`config.mk`:
```
export PLATFORM = sky130hd
export DESIGN_NAME = i2c_ee_slave
export DESIGN_NICKNAME = d
export VERILOG_FILES = /design/src/rtl/i2c_ee_pkg.sv /design/src/rtl/i2c_ee_sync.sv /design/src/rtl/i2c_ee_store.sv /design/src/rtl/i2c_ee_slave.sv
export SDC_FILE = /design/constraint.sdc
export NUM_CORES = 2
export LEC_CHECK = 0
export BUFFER_PORTS_ARGS = -buffer_cell sky130_fd_sc_hd__buf_2
export CORE_ASPECT_RATIO = 0.6
export CORE_MARGIN = 10
export CORE_UTILIZATION = 45
export DETAILED_ROUTE_END_ITERATION = 10
export SLEW_MARGIN = 20
export SYNTH_ARGS = -nofsm -noshare
export SYNTH_HDL_FRONTEND = slang
export SYNTH_HIERARCHICAL = 1
export SYNTH_SLANG_ARGS = --single-unit
```
`constraint.sdc`:
```
create_clock -name clk -period 4.4 [get_ports clk]
set_clock_uncertainty 0.05 [all_clocks]
set_input_delay 0 -clock clk [delete_from_list [all_inputs] [get_ports clk]]
set_output_delay 0 -clock clk [all_outputs]
set_load 0.05 [all_outputs]
```
`src/rtl/i2c_ee_pkg.sv`:
```
package i2c_ee_pkg;
  typedef enum logic [2:0] {
    ST_IDLE,
    ST_DEV,
    ST_WORD,
    ST_WDATA,
    ST_RDATA,
    ST_RACK,
    ST_HOLD
  } ee_state_e;
endpackage

```
`src/rtl/i2c_ee_sync.sv`:
```
module i2c_ee_sync #(
  parameter int STAGES = 2
) (
  input  logic clk,
  input  logic rst_n,
  input  logic scl_in,
  input  logic sda_in,
  output logic scl_s,
  output logic sda_s,
  output logic scl_rise,
  output logic scl_fall,
  output logic start_evt,
  output logic stop_evt
);
  logic [STAGES-1:0] scl_pipe, sda_pipe;
  logic scl_d, sda_d;

  always_ff @(posedge clk) begin
    if (!rst_n) begin
      scl_pipe <= '1;
      sda_pipe <= '1;
      scl_d    <= 1'b1;
      sda_d    <= 1'b1;
    end else begin
      scl_pipe <= {scl_pipe[STAGES-2:0], scl_in};
      sda_pipe <= {sda_pipe[STAGES-2:0], sda_in};
      scl_d    <= scl_pipe[STAGES-1];
      sda_d    <= sda_pipe[STAGES-1];
    end
  end

  assign scl_s     = scl_pipe[STAGES-1];
  assign sda_s     = sda_pipe[STAGES-1];
  assign scl_rise  = scl_s & ~scl_d;
  assign scl_fall  = ~scl_s & scl_d;
  assign start_evt = scl_s & scl_d & sda_d & ~sda_s;
  assign stop_evt  = scl_s & scl_d & ~sda_d & sda_s;

  // bus conditions and clock edges never coincide
  a_r1_events_exclusive: assert property (@(posedge clk) disable iff (!rst_n)
    $onehot0({start_evt, stop_evt, scl_rise, scl_fall}));
endmodule

```
`src/rtl/i2c_ee_store.sv`:
```
module i2c_ee_store #(
  parameter int AW = 8,
  parameter int DW = 8
) (
  input  logic          clk,
  input  logic          rst_n,
  input  logic          we,
  input  logic [AW-1:0] waddr,
  input  logic [DW-1:0] wdata,
  input  logic [AW-1:0] raddr,
  output logic [DW-1:0] rdata
);
  localparam int DEPTH = 1 << AW;
  logic [DW-1:0] mem [DEPTH];

  always_ff @(posedge clk) begin
    if (!rst_n) begin
      for (int i = 0; i < DEPTH; i++) mem[i] <= '0;
    end else if (we) begin
      mem[waddr] <= wdata;
    end
  end

  assign rdata = mem[raddr];

  // a granted write lands at its address
  a_r4_write_lands: assert property (@(posedge clk) disable iff (!rst_n)
    we |=> mem[$past(waddr)] == $past(wdata));
endmodule

```
`src/rtl/i2c_ee_slave.sv`:
```
module i2c_ee_slave #(
  parameter logic [3:0] DEV_PREFIX  = 4'b1010,
  parameter int         MEM_AW      = 8,
  parameter int         PAGE_AW     = 3,
  parameter int         SYNC_STAGES = 2
) (
  input  logic       clk,
  input  logic       rst_n,
  input  logic       scl_i,
  input  logic       sda_i,
  output logic       sda_oe_o,
  input  logic [2:0] strap_i,
  input  logic       wp_i
);
  import i2c_ee_pkg::*;

  localparam int BYTE_W = 8;

  function automatic logic [MEM_AW-1:0] page_next(input logic [MEM_AW-1:0] p);
    logic [PAGE_AW-1:0] low;
    low = p[PAGE_AW-1:0] + 1'b1;
    return {p[MEM_AW-1:PAGE_AW], low};
  endfunction

  function automatic logic [MEM_AW-1:0] seq_next(input logic [MEM_AW-1:0] p);
    return p + 1'b1;
  endfunction

  logic scl_s, sda_s, scl_rise, scl_fall, start_evt, stop_evt;

  i2c_ee_sync #(.STAGES(SYNC_STAGES)) u_sync (
    .clk(clk), .rst_n(rst_n), .scl_in(scl_i), .sda_in(sda_i),
    .scl_s(scl_s), .sda_s(sda_s), .scl_rise(scl_rise), .scl_fall(scl_fall),
    .start_evt(start_evt), .stop_evt(stop_evt)
  );

  ee_state_e          state;
  logic [3:0]         bitcnt;
  logic [BYTE_W-1:0]  shreg;
  logic [MEM_AW-1:0]  ptr;
  logic               sda_oe, rw_q, in_ack;
  logic [BYTE_W-1:0]  rd_byte;

  // named internal events
  logic rx_state, byte_done, ack_end, dev_hit, data_evt, mem_we, rd_load_evt;
  assign rx_state    = (state == ST_DEV) || (state == ST_WORD) || (state == ST_WDATA);
  assign byte_done   = rx_state && scl_fall && !in_ack && (bitcnt == 4'd8);
  assign ack_end     = rx_state && scl_fall && in_ack;
  assign dev_hit     = (shreg[7:1] == {DEV_PREFIX, strap_i});
  assign data_evt    = byte_done && (state == ST_WDATA);
  assign mem_we      = data_evt && !wp_i;
  assign rd_load_evt = (ack_end && (state == ST_DEV) && rw_q) ||
                       ((state == ST_RACK) && scl_fall && in_ack);

  i2c_ee_store #(.AW(MEM_AW), .DW(BYTE_W)) u_store (
    .clk(clk), .rst_n(rst_n), .we(mem_we), .waddr(ptr), .wdata(shreg),
    .raddr(ptr), .rdata(rd_byte)
  );

  always_ff @(posedge clk) begin
    if (!rst_n) begin
      state  <= ST_IDLE;
      bitcnt <= '0;
      shreg  <= '0;
      ptr    <= '0;
      sda_oe <= 1'b0;
      rw_q   <= 1'b0;
      in_ack <= 1'b0;
    end else if (start_evt) begin
      state  <= ST_DEV;
      bitcnt <= '0;
      in_ack <= 1'b0;
      sda_oe <= 1'b0;
    end else if (stop_evt) begin
      state  <= ST_IDLE;
      bitcnt <= '0;
      in_ack <= 1'b0;
      sda_oe <= 1'b0;
    end else begin
      case (state)
        ST_DEV, ST_WORD, ST_WDATA: begin
          if (scl_rise && !in_ack && bitcnt < 4'd8) begin
            shreg  <= {shreg[BYTE_W-2:0], sda_s};
            bitcnt <= bitcnt + 4'd1;
          end else if (byte_done) begin
            if (state == ST_DEV) begin
              if (dev_hit) begin
                rw_q   <= shreg[0];
                in_ack <= 1'b1;
                sda_oe <= 1'b1;
              end else begin
                state <= ST_HOLD;
              end
            end else begin
              if (state == ST_WORD) ptr <= shreg[MEM_AW-1:0];
              else                  ptr <= page_next(ptr);
              in_ack <= 1'b1;
              sda_oe <= 1'b1;
            end
          end else if (ack_end) begin
            in_ack <= 1'b0;
            bitcnt <= '0;
            if (state == ST_DEV && rw_q) begin
              state  <= ST_RDATA;
              shreg  <= rd_byte;
              sda_oe <= ~rd_byte[BYTE_W-1];
              ptr    <= seq_next(ptr);
            end else begin
              sda_oe <= 1'b0;
              state  <= (state == ST_DEV) ? ST_WORD : ST_WDATA;
            end
          end
        end
        ST_RDATA: begin
          if (scl_rise && bitcnt < 4'd8) begin
            bitcnt <= bitcnt + 4'd1;
          end else if (scl_fall) begin
            if (bitcnt == 4'd8) begin
              sda_oe <= 1'b0;
              in_ack <= 1'b0;
              state  <= ST_RACK;
            end else begin
              shreg  <= {shreg[BYTE_W-2:0], 1'b0};
              sda_oe <= ~shreg[BYTE_W-2];
            end
          end
        end
        ST_RACK: begin
          if (scl_rise) begin
            if (sda_s) state  <= ST_HOLD;
            else       in_ack <= 1'b1;
          end else if (rd_load_evt) begin
            shreg  <= rd_byte;
            sda_oe <= ~rd_byte[BYTE_W-1];
            ptr    <= seq_next(ptr);
            bitcnt <= '0;
            in_ack <= 1'b0;
            state  <= ST_RDATA;
          end
        end
        default: ;
      endcase
    end
  end

  assign sda_oe_o = sda_oe;

  // a stop leaves the slave idle with the line released
  a_r1_stop_idles: assert property (@(posedge clk) disable iff (!rst_n)
    stop_evt |=> (state == ST_IDLE) && !sda_oe);

  // an unaddressed or finished slave never drives
  a_r2_hold_silent: assert property (@(posedge clk) disable iff (!rst_n)
    (state == ST_HOLD) |-> !sda_oe);

  // drive changes only with the clock low, outside bus conditions
  a_r3_drive_in_low: assert property (@(posedge clk) disable iff (!rst_n)
    (!$stable(sda_oe) && !$past(start_evt) && !$past(stop_evt)) |-> !scl_s);

  // a stored byte moves the pointer within its page
  a_r5_page_fold: assert property (@(posedge clk) disable iff (!rst_n)
    data_evt |=> (ptr[MEM_AW-1:PAGE_AW] == $past(ptr[MEM_AW-1:PAGE_AW])) &&
                 (ptr[PAGE_AW-1:0] == $past(ptr[PAGE_AW-1:0]) + 1'b1));

  // each byte loaded for reading advances the pointer over the full space
  a_r7_read_advance: assert property (@(posedge clk) disable iff (!rst_n)
    rd_load_evt |=> ptr == $past(ptr) + 1'b1);
endmodule

```
* Yosys cells after proc, flatten, opt, wreduce, memory -nomap -nowiden
Memories as Yosys holds them, arrays and structs flattened.
Index checks and enable logic that the tools add are counted.
W data, S select, Z words.
** Storage, ports and cells
- Register bits after elaboration :: 32
- Bits in latches :: 0
- RAM bits :: 2048
- ROM bits :: 0
- Memories :: 1
** Memory list
- u_store.mem :: words 256, width 8, read ports 1, clocked after memory_dff 0, wr ports 256, line i2c_ee_store.sv:14 : logic [DW-1:0] mem [DEPTH];
** Cells by class
- Add/subtract/negate cells :: 3
- Multiply operators :: 0
- Divide/modulo/power cells :: 0
- Order comparisons :: 1
- Eq/ne operators :: 37
- Shift-type cells :: 0
- Muxes and demuxes :: 71
- Bitwise operators :: 17
- Reduce and logical (&&, ||, !) cells :: 34
** Operators by type and width (number)
- $mux W8 :: 19
- $mux W3 :: 12
- $ne A3 B3 Y1 const B :: 11
- $reduce_and A10 Y1 :: 3
- $mux W1 :: 28
- $mux W4 :: 6
- $pmux W8 S3 :: 1
- $ne A4 B4 Y1 const B :: 5
- $ne A5 B5 Y1 const B :: 4
- $reduce_and A9 Y1 :: 2
- $ne A2 B2 Y1 const B :: 8
- $pmux W8 S2 :: 1
- $logic_and A1 B1 Y1 :: 14
- $pmux W4 S3 :: 1
- $reduce_and A11 Y1 :: 1
- $not A1 Y1 :: 10
- $pmux W3 S3 :: 1
- $add A8 B1 Y8 const B :: 1
- $reduce_and A8 Y1 :: 1
- $reduce_or A8 Y1 :: 1
- $and A1 B1 Y1 :: 7
- $eq A7 B7 Y1 :: 1
- $reduce_and A7 Y1 :: 1
- $eq A3 B2 Y1 const B :: 2
- other kinds (16) :: 22

* Longest topological paths before layout
- Depth in word-level cells :: 13
- Gate-level depth with buffers :: 16
- Mapped depth without buffers :: 11

* Hierarchy
Netlist, hierarchy kept.
** By module, submodules not included
- i2c_ee_store :: times used 1, cells an instance 6677, area each 95839.4 um^2
- i2c_ee_slave :: times used 1, cells an instance 237, area each 1961.9 um^2
- i2c_ee_sync :: times used 1, cells an instance 16, area each 190.2 um^2

* Worst setup path before layout
Ideal clock, no wire load.
- Path type :: register -> register
- From :: register u_sync.scl_d
- To :: memory u_store.mem[176][0] (enable)
- Library setup time :: 384 ps
- Data arrival time :: 3241 ps
- Data required time :: 3966 ps
- Slack :: 725 ps
- Stages on the path, launching flop included :: 12
- Buffers on the path :: 3
- Clock period less this slack :: 3675 ps
- Path through :: dfxtp_1 nor2b_1 nand4b_1 nor3_1 nand2_1 nor4_1 and2_1 clkbuf_1 buf_1 nand3_1 buf_1 o21ai_0
** RTL lines
- from (decl) :: line i2c_ee_sync.sv:16 : logic scl_d, sda_d;
- from (signal assigned) :: line i2c_ee_sync.sv:27 : scl_d <= scl_pipe[STAGES-1];
- to (decl) :: line i2c_ee_store.sv:14

* Worst setup path in the final report
- From :: register ptr[0]
- To :: register sda_oe (netlist: sda_oe_o)
** Between the ends
- Cells in the longest elaborated chain, start to end :: 7
- Elaborated cells on any way between the ends :: 9
** Ends and longest elaborated chain
- from (decl) :: line i2c_ee_slave.sv:40 : logic [MEM_AW-1:0] ptr;
- from (signal assigned) :: line i2c_ee_slave.sv:95 : if (state == ST_WORD) ptr <= shreg[MEM_AW-1:0];
- from (signal assigned) :: line i2c_ee_slave.sv:96 : else ptr <= page_next(ptr);
- from (signal assigned) :: line i2c_ee_slave.sv:107 : ptr <= seq_next(ptr);
- $mem_v2 Z256 W8 *
- via rd_byte[7] :: line i2c_ee_slave.sv:42 : logic [BYTE_W-1:0] rd_byte;
- $not A1 Y1 * :: line i2c_ee_slave.sv:106, i2c_ee_slave.sv:134
- $mux W1 :: line i2c_ee_slave.sv:103 : if (state == ST_DEV && rw_q) begin
- $mux W1 :: line i2c_ee_slave.sv:100 : end else if (ack_end) begin
- $mux W1 :: line i2c_ee_slave.sv:85 : end else if (byte_done) begin
- $mux W1 :: line i2c_ee_slave.sv:82 : if (scl_rise && !in_ack && bitcnt < 4'd8) begin
- $pmux W1 S3 * :: line i2c_ee_slave.sv:80 : case (state)
- to (signal assigned) :: line i2c_ee_slave.sv:106 : sda_oe <= ~rd_byte[BYTE_W-1];
- to (signal assigned) :: line i2c_ee_slave.sv:124 : sda_oe <= ~shreg[BYTE_W-2];
- to (signal assigned) :: line i2c_ee_slave.sv:134 : sda_oe <= ~rd_byte[BYTE_W-1];
- to (decl) :: line i2c_ee_slave.sv:41 : logic sda_oe, rw_q, in_ack;
Mark *: on every way through the listed nets, which the timed path passes. The rest lies on a longest branch. The select of a mux whose other input is x is not followed.
A chain may end at the register's enable or synchronous reset.

==> tab_implementation.tex <==
\begin{tabular}{lr}
\hline
Metric & Value \\
\hline
\multicolumn{2}{l}{\textbf{GRT}} \\
Global-route usage over all layers & between 20\% and 30\% \\
Vias in the first global route & approximately 60000 \\
First-pass GRT wire length & 457000 µm \\
Congestion Overflow GR & 0 \\
Maximum number of pins on one net before global-route repair & 150 \\
Initial antenna violation count & 19 \\
\multicolumn{2}{l}{\textbf{Pwr}} \\
Power density over cell area & 391 mW/mm² \\
Power Total & 0.0425 W \\
Net switching power of the design & roughly 0.01 W \\
Combinational group share of total power & 7.1\% \\
Net Sw Frac & 22.9\% \\
Internal power component & 0.0327 W \\
Max VDD drop & 0.272 mV \\
Fraction of power consumed by sequential logic & 54.1\% \\
P\_leak & about 41 nW \\
Fraction of power consumed by the clock network & between 30\% and 40\% \\
\multicolumn{2}{l}{\textbf{Final layout}} \\
Leading cell type in the layout, fill and taps excluded & sky130\_fd\_sc\_hd\_\_edfxtp\_1 \\
Commonest non-fill, non-tap cells in the layout & sky130\_fd\_sc\_hd\_\_edfxtp\_1, sky130\_fd\_sc\_hd\_\_and3\_1, sky130\_fd\_sc\_hd\_\_buf\_4 \\
Syn-to-layout area delta & 11.0\% \\
Number of nets in the final layout & between 6000 and 7000 \\
Layout cells sized above 1 & a little under a fifth \\
Total of fill cells in the finished design & around 18000 \\
Final std cells w/o fill & 9824 \\
\multicolumn{2}{l}{\textbf{Worst setup path}} \\
Ordered list of cells on the worst path & buf\_12 > mux4\_2 > a22oi\_1 > a21oi\_1 > nor4\_1 > buf\_4 > nor4\_2 > o21ba\_2 > a32oi\_1 > o21ai\_0 > nand2\_1 > mux2i\_1 \\
Arrival time of the worst setup path & 5.13 ns \\
Slowest stage delay, CP & 0.81 ns \\
Worst Setup End Kind & register \\
Slowest stage cell, crit path & sky130\_fd\_sc\_hd\_\_nor4\_1 \\
Setup Crit Path Kind & register to register \\
CP Launch Type & register \\
Highest net fanout along the worst path & 50 \\
Required time reported for the critical path endpoint & 5.12 ns \\
\multicolumn{2}{l}{\textbf{Clock network}} \\
Clock Sink Count & 2080 \\
Clock tree from TritonCTS & yes \\
Clock input transition at the sequential cells of the worst setup and hold paths & about 0.070 ns \\
Worst skew pair latency & between 0.8 and 0.9 ns \\
Number of buffers between clock root and the deepest sink & 4 \\
Clock Tree Root & sky130\_fd\_sc\_hd\_\_clkbuf\_16 \\
Count of H-tree levels built during CTS & 4 \\
Cts bufs inserted & just under 200 \\
\multicolumn{2}{l}{\textbf{STA}} \\
Fmax & 0.227 GHz \\
Min setup slack post-route & -0.00869 ns \\
RSZ-0062 raised after global routing & false \\
Setup violations, final & 1 \\
Final period demand of the worst path & $\sim$4.4 ns \\
Worst slew pin tran & 1.19 ns \\
Hold Vio Cnt, Final & 0 \\
Max-slew headroom at the worst pin & 20.0\% \\
Slew Viols, Final & 0 \\
Final critical-path share of the clock period & 100\% \\
Final hold slack & 0.337 ns \\
\multicolumn{2}{l}{\textbf{Flow run}} \\
Number of max-cap violations & 0 \\
\multicolumn{2}{l}{\textbf{Logic synthesis}} \\
Post-synth design cell area & 0.0980 mm² \\
Register area share after synthesis & 63.4\% \\
Cell variety after synth & 88 \\
Syn\_area\_per\_cell & 14.1 µm² \\
Async set-or-reset flop fraction in the synthesized netlist & 0\% \\
Synthesized netlist net count & 6941 \\
Flip-flop and latch count after synthesis & 2080 \\
YS warnings & 6 \\
Cell count after synthesis & 6930 \\
Dominant register cell in the synthesized netlist & sky130\_fd\_sc\_hd\_\_edfxtp\_1 \\
EDFF count, synth & slightly above 2000 \\
\multicolumn{2}{l}{\textbf{Status}} \\
Violations in the final reports & setup timing \\
Status & finished, violations left \\
\multicolumn{2}{l}{\textbf{Floorplanning}} \\
Std-Cell Rows & about 130 \\
Area inside the core boundary & $\sim$0.22 mm² \\
Die boundary width & 622 µm \\
I/O pins & 9 \\
Overall die height & approximately 380 µm \\
Die area & $\sim$0.24 mm² \\
Starting density of the core & 45.3\% \\
\multicolumn{2}{l}{\textbf{Place}} \\
Routability Congestion & 0.907 \\
Number of port buffers & 8 \\
Placed wire-length estimate & 202000 µm \\
\# placed instances & 9462 \\
\multicolumn{2}{l}{\textbf{Route}} \\
Count of routing violations after the opening detailed-route iteration & 10521 \\
Number of design rule violations left after detail routing & 0 \\
Via-to-Cell Ratio & $\sim$6.6 \\
Via count of the routed design & 64434 \\
Number of detailed-routing iterations run before antenna repair & 6 \\
Total detailed-routing wirelength & 320000 µm \\
Routed Antenna Nets & 0 \\
Drt wl/cell & 32.6 µm \\
\multicolumn{2}{l}{\textbf{Worst hold path}} \\
Tightest Hold Check Type & input pin to register \\
\hline
\end{tabular}
-- metal layers --
metal	track usage, %	share of wire, %
met3	8.15	14
met1	40.1	43
met4	6.81	2.9
met5	0	0.019
met2	34.8	40
-- kinds of logic after synthesis --
logic type      count (synthesis)  share of synthesized area (%)
buf+inv                       871                           3.99
flops                        2080                           63.4
xor+xnor                        3                         0.0268
simple gates                 2639                           15.9
fa+ha+maj                       3                         0.0383
mux                           642                           12.0
compound gates                692                           4.61
-- cell usage after synthesis (all sizes together) (4+ instances only) --
library cell	number	area [µm²]
nand4b	4	35.0
o2bb2ai	11	96.3
nand2	261	980
a21o	6	45.0
a32oi	7	61.3
clkbuf	706	2650
or3	6	37.5
and2	419	2620
a21boi	5	37.5
nor3	48	255
a221oi	11	114
mux2	16	180
dfxtp	32	641
nand2b	26	163
a22oi	77	592
a21oi	128	641
a311oi	10	87.6
or2	5	31.3
a31oi	22	138
nor4	25	188
o21ai	214	1070
nand3b	5	37.5
a211oi	40	315
and3	1650	10300
a211o	5	43.8
nor3b	5	42.5
a22o	7	61.3
o311ai	6	52.6
mux4	421	9520
o31ai	15	113
nor2	106	405
mux2i	205	2050
nand4	11	68.8
o22ai	43	269
a41oi	5	43.8
inv	12	45.1
nand3	36	180
edfxtp	2048	61500
nor2b	21	131
buf	153	1220
o221ai	48	420
-- worst max-delay path, delay by kind of cell (launching register included) --
kind | cells | cell delay [ns]
flops | 1 | 0.79
simple gates | 3 | 0.94
compound gates | 5 | 0.98
mux | 2 | 0.76
buf+inv | 2 | 0.74
-- state kept, by name, indices dropped and copies added (netlist names) --
register / cells
rw_q: 1
sda_oe_o: 1
u_sync/scl_pipe: 2
bitcnt: 4
u_sync/sda_d: 1
state: 3
u_sync/scl_d: 1
u_sync/sda_pipe: 2
in_ack: 1
u_store/mem: 2048
ptr: 8
shreg: 8
-- final cells by class --
cell class | instances | area (µm²) | share of cell area, %
Antenna cell | 10 | 25.0 | 0.0230
Clock buffer | 250 | 5190 | 4.77
Clock inverter | 93 | 698 | 0.642
Inverter | 12 | 50.0 | 0.0460
Multi-Input combinational cell | 3979 | 32200 | 29.6
Sequential cell | 2080 | 62200 | 57.2
Tap cell | 2881 | 3600 | 3.31
Timing Repair Buffer | 519 | 4760 | 4.38
-- final timing paths --
check                                start                                end  slack [ns]  cells after the start
max                    ptr[0]$_SDFFE_PN0P_              sda_oe_o$_SDFFE_PP0P_      -0.009                     12
min reg2reg  u_sync/sda_pipe[0]$_SDFF_PN1_      u_sync/sda_pipe[1]$_SDFF_PN1_        0.44                      1
max reg2reg            ptr[0]$_SDFFE_PN0P_              sda_oe_o$_SDFFE_PP0P_      -0.009                     12
min                                   wp_i  u_store/mem[183][1]$_SDFFCE_PN0P_        0.34                      7
-- power groups by stage --
stage / combinational (W) / sequential [W] / clock, W
6_report: 0.00302 / 0.0230 / 0.0165
2_1_floorplan: 0.00204 / 0.0232 / 0
5_1_grt: 0.00316 / 0.0231 / 0.0174
3_3_place_gp: 0.00293 / 0.0234 / 0
3_5_place_dp: 0.00295 / 0.0234 / 0
4_1_cts: 0.00297 / 0.0230 / 0.0166
-- timing repair --
action                                 in CTS  in global routing
resized for setup                           2                  0
setup buffers                               0                  1
endpoints found under the hold margin     462                  0
setup endpoints to repair                   2                  4
hold buffers                                8                  0
-- per-stage QoR --
stage	setup slack, ns	setup TNS (ns)	area [µm²]	util [%]
CTS	0.0596	0	109000	50.3
detailed placement	-0.0694	-0.0694	103000	47.5
global placement	-0.443	-0.653	103000	47.5
global route	0.0586	0	109000	50.3
finish	-0.00869	-0.00869	109000	50.3
floorplan	0.725	0	98000	-
Power figures use the tool's default switching activity.
